$ cat config.mk
export PLATFORM = sky130hd
export DESIGN_NAME = spi_master_ctrl
export DESIGN_NICKNAME = d
export VERILOG_FILES = /design/src/rtl/spim_pkg.sv /design/src/rtl/spim_rate_gen.sv /design/src/rtl/spim_shift_eng.sv /design/src/rtl/spim_host_regs.sv /design/src/rtl/spi_master_ctrl.sv
export SDC_FILE = /design/constraint.sdc
export NUM_CORES = 1
export LEC_CHECK = 0
export BUFFER_PORTS_ARGS = -buffer_cell sky130_fd_sc_hd__buf_2
export CAP_MARGIN = 20
export CORE_MARGIN = 2
export CORE_UTILIZATION = 45
export CTS_BUF_LIST = sky130_fd_sc_hd__clkbuf_4
export CTS_CLUSTER_DIAMETER = 100
export CTS_CLUSTER_SIZE = 20
export DETAILED_ROUTE_END_ITERATION = 8
export HOLD_SLACK_MARGIN = 0.08
export SLEW_MARGIN = 20
export SYNTH_ARGS = -nofsm -noshare
export SYNTH_HDL_FRONTEND = slang
export SYNTH_SLANG_ARGS = --single-unit
export TNS_END_PERCENT = 1
$ cat constraint.sdc
create_clock -name clk -period 4.1 [get_ports clk]
set_input_delay 1.025 -clock clk [delete_from_list [all_inputs] [get_ports clk]]
set_output_delay 1.025 -clock clk [all_outputs]
set_load 0.02 [all_outputs]
$ cat src/rtl/spim_pkg.sv
package spim_pkg;

  typedef enum logic {
    ENG_IDLE  = 1'b0,
    ENG_SHIFT = 1'b1
  } eng_state_e;

  typedef struct packed {
    logic en;
    logic cpol;
    logic cpha;
    logic wide;
    logic lsb;
    logic rx_only;
  } spim_cfg_t;

endpackage

$ cat src/rtl/spim_rate_gen.sv
module spim_rate_gen #(
  parameter int RATE_W = 3
) (
  input  logic              clk,
  input  logic              rst,
  input  logic              run,
  input  logic              restart,
  input  logic [RATE_W-1:0] rate,
  output logic              tick
);
  localparam int CNT_W = (1 << RATE_W) - 1;

  logic [CNT_W-1:0] cnt;
  logic [CNT_W-1:0] lim;

  always_comb lim = CNT_W'((32'd1 << rate) - 32'd1);

  assign tick = run && (cnt == lim);

  always_ff @(posedge clk) begin
    if (rst || !run || restart || tick) cnt <= '0;
    else                                cnt <= cnt + 1'b1;
  end
endmodule

$ cat src/rtl/spim_shift_eng.sv
module spim_shift_eng
  import spim_pkg::*;
#(
  parameter int DATA_W = 16
) (
  input  logic              clk,
  input  logic              rst,
  input  spim_cfg_t         cfg,
  input  logic              tx_full,
  input  logic [DATA_W-1:0] tx_word,
  input  logic              tick,
  input  logic              miso,
  output logic              run,
  output logic              start,
  output logic              done,
  output logic [DATA_W-1:0] rx_word,
  output logic              sclk,
  output logic              mosi
);
  localparam int HALF_W = DATA_W / 2;
  localparam int EDGE_W = $clog2(2 * DATA_W);
  localparam logic [EDGE_W-1:0] LAST_LONG  = EDGE_W'(2 * DATA_W - 1);
  localparam logic [EDGE_W-1:0] LAST_SHORT = EDGE_W'(DATA_W - 1);

  eng_state_e        state;
  logic [EDGE_W-1:0] edge_cnt;
  logic [DATA_W-1:0] sh;
  logic [DATA_W-1:0] rx_sh;
  logic [DATA_W-1:0] rx_next;
  logic [DATA_W-1:0] load_word;
  logic [DATA_W-1:0] load_sh;
  logic [EDGE_W-1:0] last_edge;
  logic              can_go;
  logic              at_last;
  logic              sample_now;
  logic              shift_now;

  // Bring a word into wire order (or back): optional reversal, short
  // frames kept in the low half.
  function automatic logic [DATA_W-1:0] arrange(input logic [DATA_W-1:0] d,
                                                input logic wide,
                                                input logic lsb);
    logic [DATA_W-1:0] r;
    for (int i = 0; i < DATA_W; i++) r[i] = d[DATA_W-1-i];
    if (!lsb) return wide ? d : {{HALF_W{1'b0}}, d[HALF_W-1:0]};
    return wide ? r : {{HALF_W{1'b0}}, r[DATA_W-1:HALF_W]};
  endfunction

  assign last_edge  = cfg.wide ? LAST_LONG : LAST_SHORT;
  assign run        = (state == ENG_SHIFT);
  assign can_go     = cfg.en && (cfg.rx_only || tx_full);
  assign at_last    = run && tick && (edge_cnt == last_edge);
  assign start      = can_go && ((state == ENG_IDLE) || at_last);
  assign sample_now = run && tick && (edge_cnt[0] == cfg.cpha);
  assign shift_now  = run && tick && (edge_cnt[0] != cfg.cpha);
  assign rx_next    = sample_now ? {rx_sh[DATA_W-2:0], miso} : rx_sh;
  assign load_word  = arrange(tx_word, cfg.wide, cfg.lsb);
  assign load_sh    = cfg.wide ? load_word : (load_word << HALF_W);

  always_ff @(posedge clk) begin
    if (rst) begin
      state    <= ENG_IDLE;
      edge_cnt <= '0;
      sh       <= '0;
      rx_sh    <= '0;
      sclk     <= 1'b0;
      mosi     <= 1'b0;
      done     <= 1'b0;
      rx_word  <= '0;
    end else begin
      done  <= at_last;
      rx_sh <= rx_next;
      if (at_last) rx_word <= arrange(rx_next, cfg.wide, cfg.lsb);

      if (start) begin
        state    <= ENG_SHIFT;
        edge_cnt <= '0;
        sclk     <= at_last ? ~sclk : cfg.cpol;
        if (!cfg.cpha) begin
          mosi <= load_sh[DATA_W-1];
          sh   <= load_sh << 1;
        end else begin
          sh   <= load_sh;
        end
      end else if (at_last) begin
        state <= ENG_IDLE;
        sclk  <= ~sclk;
      end else if (state == ENG_IDLE) begin
        sclk <= cfg.cpol;
      end else if (tick) begin
        sclk     <= ~sclk;
        edge_cnt <= edge_cnt + 1'b1;
        if (shift_now) begin
          mosi <= sh[DATA_W-1];
          sh   <= sh << 1;
        end
      end

      if (cfg.rx_only) mosi <= 1'b0;
    end
  end
endmodule

$ cat src/rtl/spim_host_regs.sv
module spim_host_regs #(
  parameter int DATA_W = 16
) (
  input  logic              clk,
  input  logic              rst,
  input  logic              wr,
  input  logic [DATA_W-1:0] wdata,
  input  logic              rd,
  input  logic              stat_rd,
  input  logic              pop,
  input  logic              done,
  input  logic [DATA_W-1:0] rx_word,
  input  logic              run,
  output logic              tx_full,
  output logic [DATA_W-1:0] tx_word,
  output logic [DATA_W-1:0] rdata,
  output logic              busy,
  output logic              txe,
  output logic              rxne,
  output logic              ovr
);
  logic ovr_armed;

  always_ff @(posedge clk) begin
    if (rst) begin
      tx_full   <= 1'b0;
      tx_word   <= '0;
      rdata     <= '0;
      rxne      <= 1'b0;
      ovr       <= 1'b0;
      ovr_armed <= 1'b0;
    end else begin
      if (wr) begin
        tx_word <= wdata;
        tx_full <= 1'b1;
      end else if (pop) begin
        tx_full <= 1'b0;
      end

      if (stat_rd && ovr) ovr_armed <= 1'b1;

      if (rd) begin
        rxne <= 1'b0;
        if (ovr_armed) begin
          ovr       <= 1'b0;
          ovr_armed <= 1'b0;
        end
      end

      if (done) begin
        if (rxne && !rd) begin
          ovr <= 1'b1;
        end else begin
          rdata <= rx_word;
          rxne  <= 1'b1;
        end
      end
    end
  end

  assign busy = run || tx_full;
  assign txe  = !tx_full;
endmodule

$ cat src/rtl/spi_master_ctrl.sv
module spi_master_ctrl
  import spim_pkg::*;
#(
  parameter int DATA_W = 16,
  parameter int RATE_W = 3
) (
  input  logic              clk,
  input  logic              rst,
  input  logic              cfg_en,
  input  logic              cfg_cpol,
  input  logic              cfg_cpha,
  input  logic [RATE_W-1:0] cfg_rate,
  input  logic              cfg_wide,
  input  logic              cfg_lsb_first,
  input  logic              cfg_rx_only,
  input  logic              cs_assert,
  input  logic              host_wr,
  input  logic [DATA_W-1:0] host_wdata,
  input  logic              host_rd,
  output logic [DATA_W-1:0] host_rdata,
  input  logic              host_stat_rd,
  output logic              st_busy,
  output logic              st_txe,
  output logic              st_rxne,
  output logic              st_ovr,
  output logic              spi_sclk,
  output logic              spi_mosi,
  input  logic              spi_miso,
  output logic              spi_cs_n
);
  spim_cfg_t         cfg;
  logic              tick;
  logic              run;
  logic              start;
  logic              frame_done;
  logic [DATA_W-1:0] rx_word;
  logic              tx_full;
  logic [DATA_W-1:0] tx_word;
  logic              pop;

  assign cfg = '{en: cfg_en, cpol: cfg_cpol, cpha: cfg_cpha,
                 wide: cfg_wide, lsb: cfg_lsb_first, rx_only: cfg_rx_only};
  assign pop = start && !cfg_rx_only;

  spim_rate_gen #(.RATE_W(RATE_W)) u_rate (
    .clk     (clk),
    .rst     (rst),
    .run     (run),
    .restart (start),
    .rate    (cfg_rate),
    .tick    (tick)
  );

  spim_shift_eng #(.DATA_W(DATA_W)) u_eng (
    .clk     (clk),
    .rst     (rst),
    .cfg     (cfg),
    .tx_full (tx_full),
    .tx_word (tx_word),
    .tick    (tick),
    .miso    (spi_miso),
    .run     (run),
    .start   (start),
    .done    (frame_done),
    .rx_word (rx_word),
    .sclk    (spi_sclk),
    .mosi    (spi_mosi)
  );

  spim_host_regs #(.DATA_W(DATA_W)) u_regs (
    .clk     (clk),
    .rst     (rst),
    .wr      (host_wr),
    .wdata   (host_wdata),
    .rd      (host_rd),
    .stat_rd (host_stat_rd),
    .pop     (pop),
    .done    (frame_done),
    .rx_word (rx_word),
    .run     (run),
    .tx_full (tx_full),
    .tx_word (tx_word),
    .rdata   (host_rdata),
    .busy    (st_busy),
    .txe     (st_txe),
    .rxne    (st_rxne),
    .ovr     (st_ovr)
  );

  always_ff @(posedge clk) begin
    if (rst) spi_cs_n <= 1'b1;
    else     spi_cs_n <= ~cs_assert;
  end
endmodule

==> Yosys cells after proc, flatten, opt, wreduce, memory -nomap -nowiden <==
Index checks and enable logic that the tools add are counted.
{ "word_totals": {"regBits": 101, "wordCells": 107} }
{ "classes": {"reduce_logical": 31, "eq_ne": 7, "n_addsub": 3, "bitwise_logic": 5, "n_shift": 1, "muxes": 44} }
{ "op_table": {"columns": ["cell", "n"], "rows": [
  ["two-way mux 16 bit", 15],
  ["two-way mux 1 bit", 28],
  ["logical AND 1 bit", 10],
  ["nonzero test 2 bit", 5],
  ["adder 7 x 1 -> 7 bit (second input constant)", 1],
  ["== test 7 bit", 1],
  ["left shift 1 x 3 -> 7 bit (first input constant)", 1],
  ["subtractor 7 x 1 -> 7 bit (second input constant)", 1],
  ["logical OR 1 bit", 6],
  ["adder 5 x 1 -> 5 bit (second input constant)", 1],
  ["== test 5 bit", 1],
  ["two-way mux 5 bit", 1],
  ["NOT 1 bit", 5],
  ["AND reduction 5 bit", 1],
  ["zero test 1 bit", 4],
  ["inequality test 2 bit (second input constant)", 2],
  ["inequality test 4 x 3 -> 1 bit (second input constant)", 1],
  ["AND reduction 4 bit", 1],
  ["OR reduction 2 bit", 2],
  ["AND reduction 3 bit", 1],
  ["AND reduction 2 bit", 1],
  ["== test 1 bit", 1],
  ["inequality test 1 bit", 1]
]} }

==> Depth between registers and ports, before layout <==
{ "logic_depth": {"ltp_word": 11, "depth_mapped": 13, "ltp_nobuf": 9} }

==> By module <==
A second synthesis with hierarchy kept.
{ "hier_totals": {"cells_unflattened": 541, "area_unflattened_um2": 5141.2} }
{ "by_module_without_submodules": {"columns": ["mod", "n_inst", "cells_each", "area_per_inst_um2", "seq_area_each_um2"], "rows": [
  ["spim_shift_eng", 1, 344, 3164.3, 1141.1],
  ["spim_host_regs", 1, 141, 1456.4, 720.7],
  ["spim_rate_gen", 1, 53, 480.5, 140.1],
  ["spi_master_ctrl", 1, 3, 40.0, 20.0]
]} }

==> Worst setup path before layout <==
OpenSTA, ideal clock, no wires.
{ "synth_timing": {"path_kind": "in2reg", "startpoint": "input port cfg_rate[2]", "endpoint": "register u_eng.sh[3]", "path_stages": 11, "setup_time_ps": 88, "setup_slack_ps": 340, "n_path_buf": 3, "t_arrival_ps": 3671, "required_time_ps": 4012, "cell_sequence": "buf_2 > or3_1 > ha_1 > nor4b_1 > a311oi_1 > a311o_1 > clkbuf_1 > o31a_1 > or3b_1 > buf_2 > o32ai_2"} }
{ "synth_between": {"elab_chain_cells": 10, "elab_cells_between_ends": 15, "classes_between": "1 x add/sub; 2 x eq/ne; 1 x shift; 1 x mux; 10 x reduce/logical"} }
{ "synth_rtl": {"columns": ["item", "line", "source"], "rows": [
  ["start: declaration", "spi_master_ctrl.sv:12", "input logic [RATE_W-1:0] cfg_rate,"],
  ["left shift 1 x 3 -> 7 bit (*)", "spim_rate_gen.sv:16", "always_comb lim = CNT_W'((32'd1 << rate) - 32'd1);"],
  ["subtractor 7 x 1 -> 7 bit (*)", "spim_rate_gen.sv:16", null],
  ["== test 7 bit (*)", "spim_rate_gen.sv:18", "assign tick = run && (cnt == lim);"],
  ["logical AND 1 bit (*)", "spim_rate_gen.sv:18", null],
  ["logical AND 1 bit", "spim_shift_eng.sv:52, spim_shift_eng.sv:55", null],
  ["logical AND 1 bit", "spim_shift_eng.sv:52", "assign at_last = run && tick && (edge_cnt == last_edge);"],
  ["logical OR 1 bit", "spim_shift_eng.sv:53", "assign start = can_go && ((state == ENG_IDLE) || at_last);"],
  ["logical AND 1 bit", "spim_shift_eng.sv:53", null],
  ["inequality test 2 bit (no line) or nonzero test 2 bit (tied branches)", null, null],
  ["AND reduction 4 bit (no line)", null, null],
  ["end signal: assignment", "spim_shift_eng.sv:81", "sh <= load_sh << 1;"],
  ["end signal: assignment", "spim_shift_eng.sv:83", "sh <= load_sh;"],
  ["end signal: assignment", "spim_shift_eng.sv:95", "sh <= sh << 1;"],
  ["end: declaration", "spim_shift_eng.sv:27", "logic [DATA_W-1:0] sh;"]
]} }
Every way passes the cells marked *; elsewhere a longest branch is shown, timed or not.
A chain may end at the register's enable or synchronous reset.

==> Final worst setup path <==
{ "layout_timing": {"startpoint": "input port cfg_rate[1]", "endpoint": "register u_eng.sh[5]"} }
Same word-level chain as after synthesis.

==> results.cfg <==
[outcome]
status = finished, final reports clean

[timing]
final_hold_viol_count = 0
fin_crit_ns = 3.49
tns_ns = 0
drv_slew = 0
finalClockSkew_ns = 0.0165
worstMarginPinSlew_ns = 0.652
fmax_ghz = 0.287
setup_viol_count_final = 0
period_share_pct = 85.0
rsz0062_at_grt = no
max-slew-margin-rel_pct = 56.5
finalWorstSetupSlack_ns = 0.614

[route]
vias = 4279
routedWlPerCell_microns = 15.7
dr.first_iter.drc_count = 158
drcViolationCount = 0
dr.pass1.iters = 4
wl_microns = 12000
vias_per_cell = 5.60
antenna_left = 0

[global_routing]
grt_remaining_overflow = 0
antenna_found_initial = 0
grt_start_max_net_pins = 49
grt_pass1_wl_microns = 19800
grt_pass1_vias = 4013
grtUsageTotal_pct = 20.9

[die]
io_pins = 55
die-area_sq_um = 12100
std_cell_rows = 38
start_util_pct = 46.5
core_sq_um = 10900
die_h_microns = 110
dieWidth_microns = 110

[layout]
fin_nets = 655
synthToLayoutAreaGrowth_pct = 9.51
final_layout_size_suffix_gt1_share_pct = 17.6
ff_latch_area_sq_um = 2020
antenna_cells = 0
fin_cells = 764
multi_input_area_sq_um = 2810
fillers = 1041

[power]
p_leak_nw = 2.05
max-vdd-ir-drop_mv = 0.175
power.density_nw_per_um2 = 301

[placement]
globalplace.congestion = 0.918
portBuffers = 54
dp_hpwl_microns = 8300
dpl_worst_slack_ns = 0.163
dp.cells = 749

[synthesis]
ys_seq_area_share_pct = 39.9
synth-main-ff-cell = dfxtp_1
yosysTopAreaCell = dfxtp_1
synth_nets = 623
postSynthCellCount = 588
synth_warnings = 0
yosysTopAreaCellShare_pct = 39.9
synth_edf_count = 0
synth.most_common_cell = dfxtp_1
synth-seq-cells = 101
yosysUniqueCellTypes = 59
syn_area_sq_um = 5060
synthArstFlopShare_pct = 0
ys_top_cells_by_area = dfxtp_1 40%, mux2i_1 10%, nand2_1 5.6%, a21oi_1 5.1%, nor2_1 4.3%
ys_top_cells_by_count = 101 x dfxtp_1, 76 x nand2_1, 58 x nor2_1
syn_avg_cell_area_sq_um = 8.61

[clock_tree]
cts.path.max_buffers = 2
cts_resized = 0
clk_pin_slew_ns = 0.14
worstSkewPairLatency_ns = 0.46
cts.sinks = 101
cts-root-buf = clkbuf_4
postCtsSetupBuffers = 0
htree_levels = 3
cts_inserted_buffers = 9
cts_tree = yes
cts-hold-fix-buffers = 0

[critical_path]
startpoint_type = primary input
ff2ff_setup_slack_ns = 1.56
r2r_cells = 8
worstSetupEndpoint = u_eng.sh[5]
endpoint_kind = flip-flop
worstReg2RegStart = u_rate.cnt[4]
crit_type = primary input to flip-flop
r2r-end = u_eng.sh[5]
crit_fanout = 18
required_ns = 4.44
cp_data_arrival_time_ns = 3.82
crit_path_start = cfg_rate[1]

[min_path]
hold_start = u_regs.rdata[12]
worstHoldPathType = flip-flop to flip-flop

[run]
drv_cap = 0
## critical path, stage by stage
cell and delay, ns:
buf_2 0.16, or3_1 0.36, ha_1 0.29, nor3_1 0.19, nand3_1 0.12, a311o_1 0.49
buf_4 0.22, nor4_2 0.38, buf_12 0.22, mux2i_1 0.25, o32ai_2 0.10
## power breakdown
part	leakage (nW)	internal (mW)	switching, mW
Combinational	1.17	0.0801	0.125
Clock	0.0557	0.125	0.320
Sequential	0.820	1.00	0.0173
## stage by stage
stage               power (mW)  hold WS (ns)  cell area [sq um]  utilization (%)
global placement          1.24         0.440               5440             50.0
global route              1.75         0.490               5550             50.9
floorplan                 1.19         0.431               5060                -
finish                    1.67         0.462               5550             50.9
detailed placement        1.25         0.447               5440             50.0
CTS                       1.69         0.466               5550             50.9
## cells by family (layout without fill, tap and decap cells)
logic type	count (synthesis)	count (layout)	share of synthesized area, %
compound gates	146	146	18.9
flops	101	101	39.9
mux	64	64	14.8
simple gates	201	201	18.2
buf+inv	57	93	4.67
xor+xnor	16	16	2.77
fa+ha+maj	3	3	0.741
## area by class of cell
cell class                 instances  share of cell area, %
clock buffer                      10                   1.35
multi-input combinational        430                   50.7
sequential                       101                   36.5
clock inverter                     5                  0.519
tap                              140                   3.16
inverter                           8                  0.542
timing repair buffer              70                   7.27
## worst min path at each step
stage                            end  cells past startpoint
global placement    u_regs.rdata[12]                      2
floorplan            u_regs.rdata[8]                      2
global route         u_regs.rdata[1]                      2
finish              u_regs.rdata[12]                      2
CTS                  u_regs.rdata[1]                      2
detailed placement   u_regs.rdata[1]                      2
## placed cells by master (no fill, tap or decap), drive strengths merged, types with 7 or more instances in the layout
cell type	netlist	routed
xnor2	11	11
mux4	8	8
nor3	10	10
clkbuf	32	10
nand2b	8	8
inv	7	7
nand2	76	76
nand3	13	13
a22o	7	7
mux2i	51	51
o21ai	28	28
nor2	59	59
a211oi	19	19
a21oi	53	53
buf	17	70
dfxtp	101	101
## sequential cells by signal (all words and copies together), names as in the netlist, 5 cells and up
name,count
u_regs.tx_word,16
u_eng.rx_word,16
u_eng.edge_cnt,5
u_eng.sh,16
u_eng.rx_sh,16
u_rate.cnt,7
u_regs.rdata,16
## per-layer routing
layer  global-route usage [%]  wire, microns  up-vias
met4                     6.24            160        0
li1                         -              -     2162
met1                     26.5           5460     2037
met3                     3.88            421       13
met2                     36.1           5960       67
met5                        0              0        -
No activity file was read; power rests on OpenSTA's default activity.
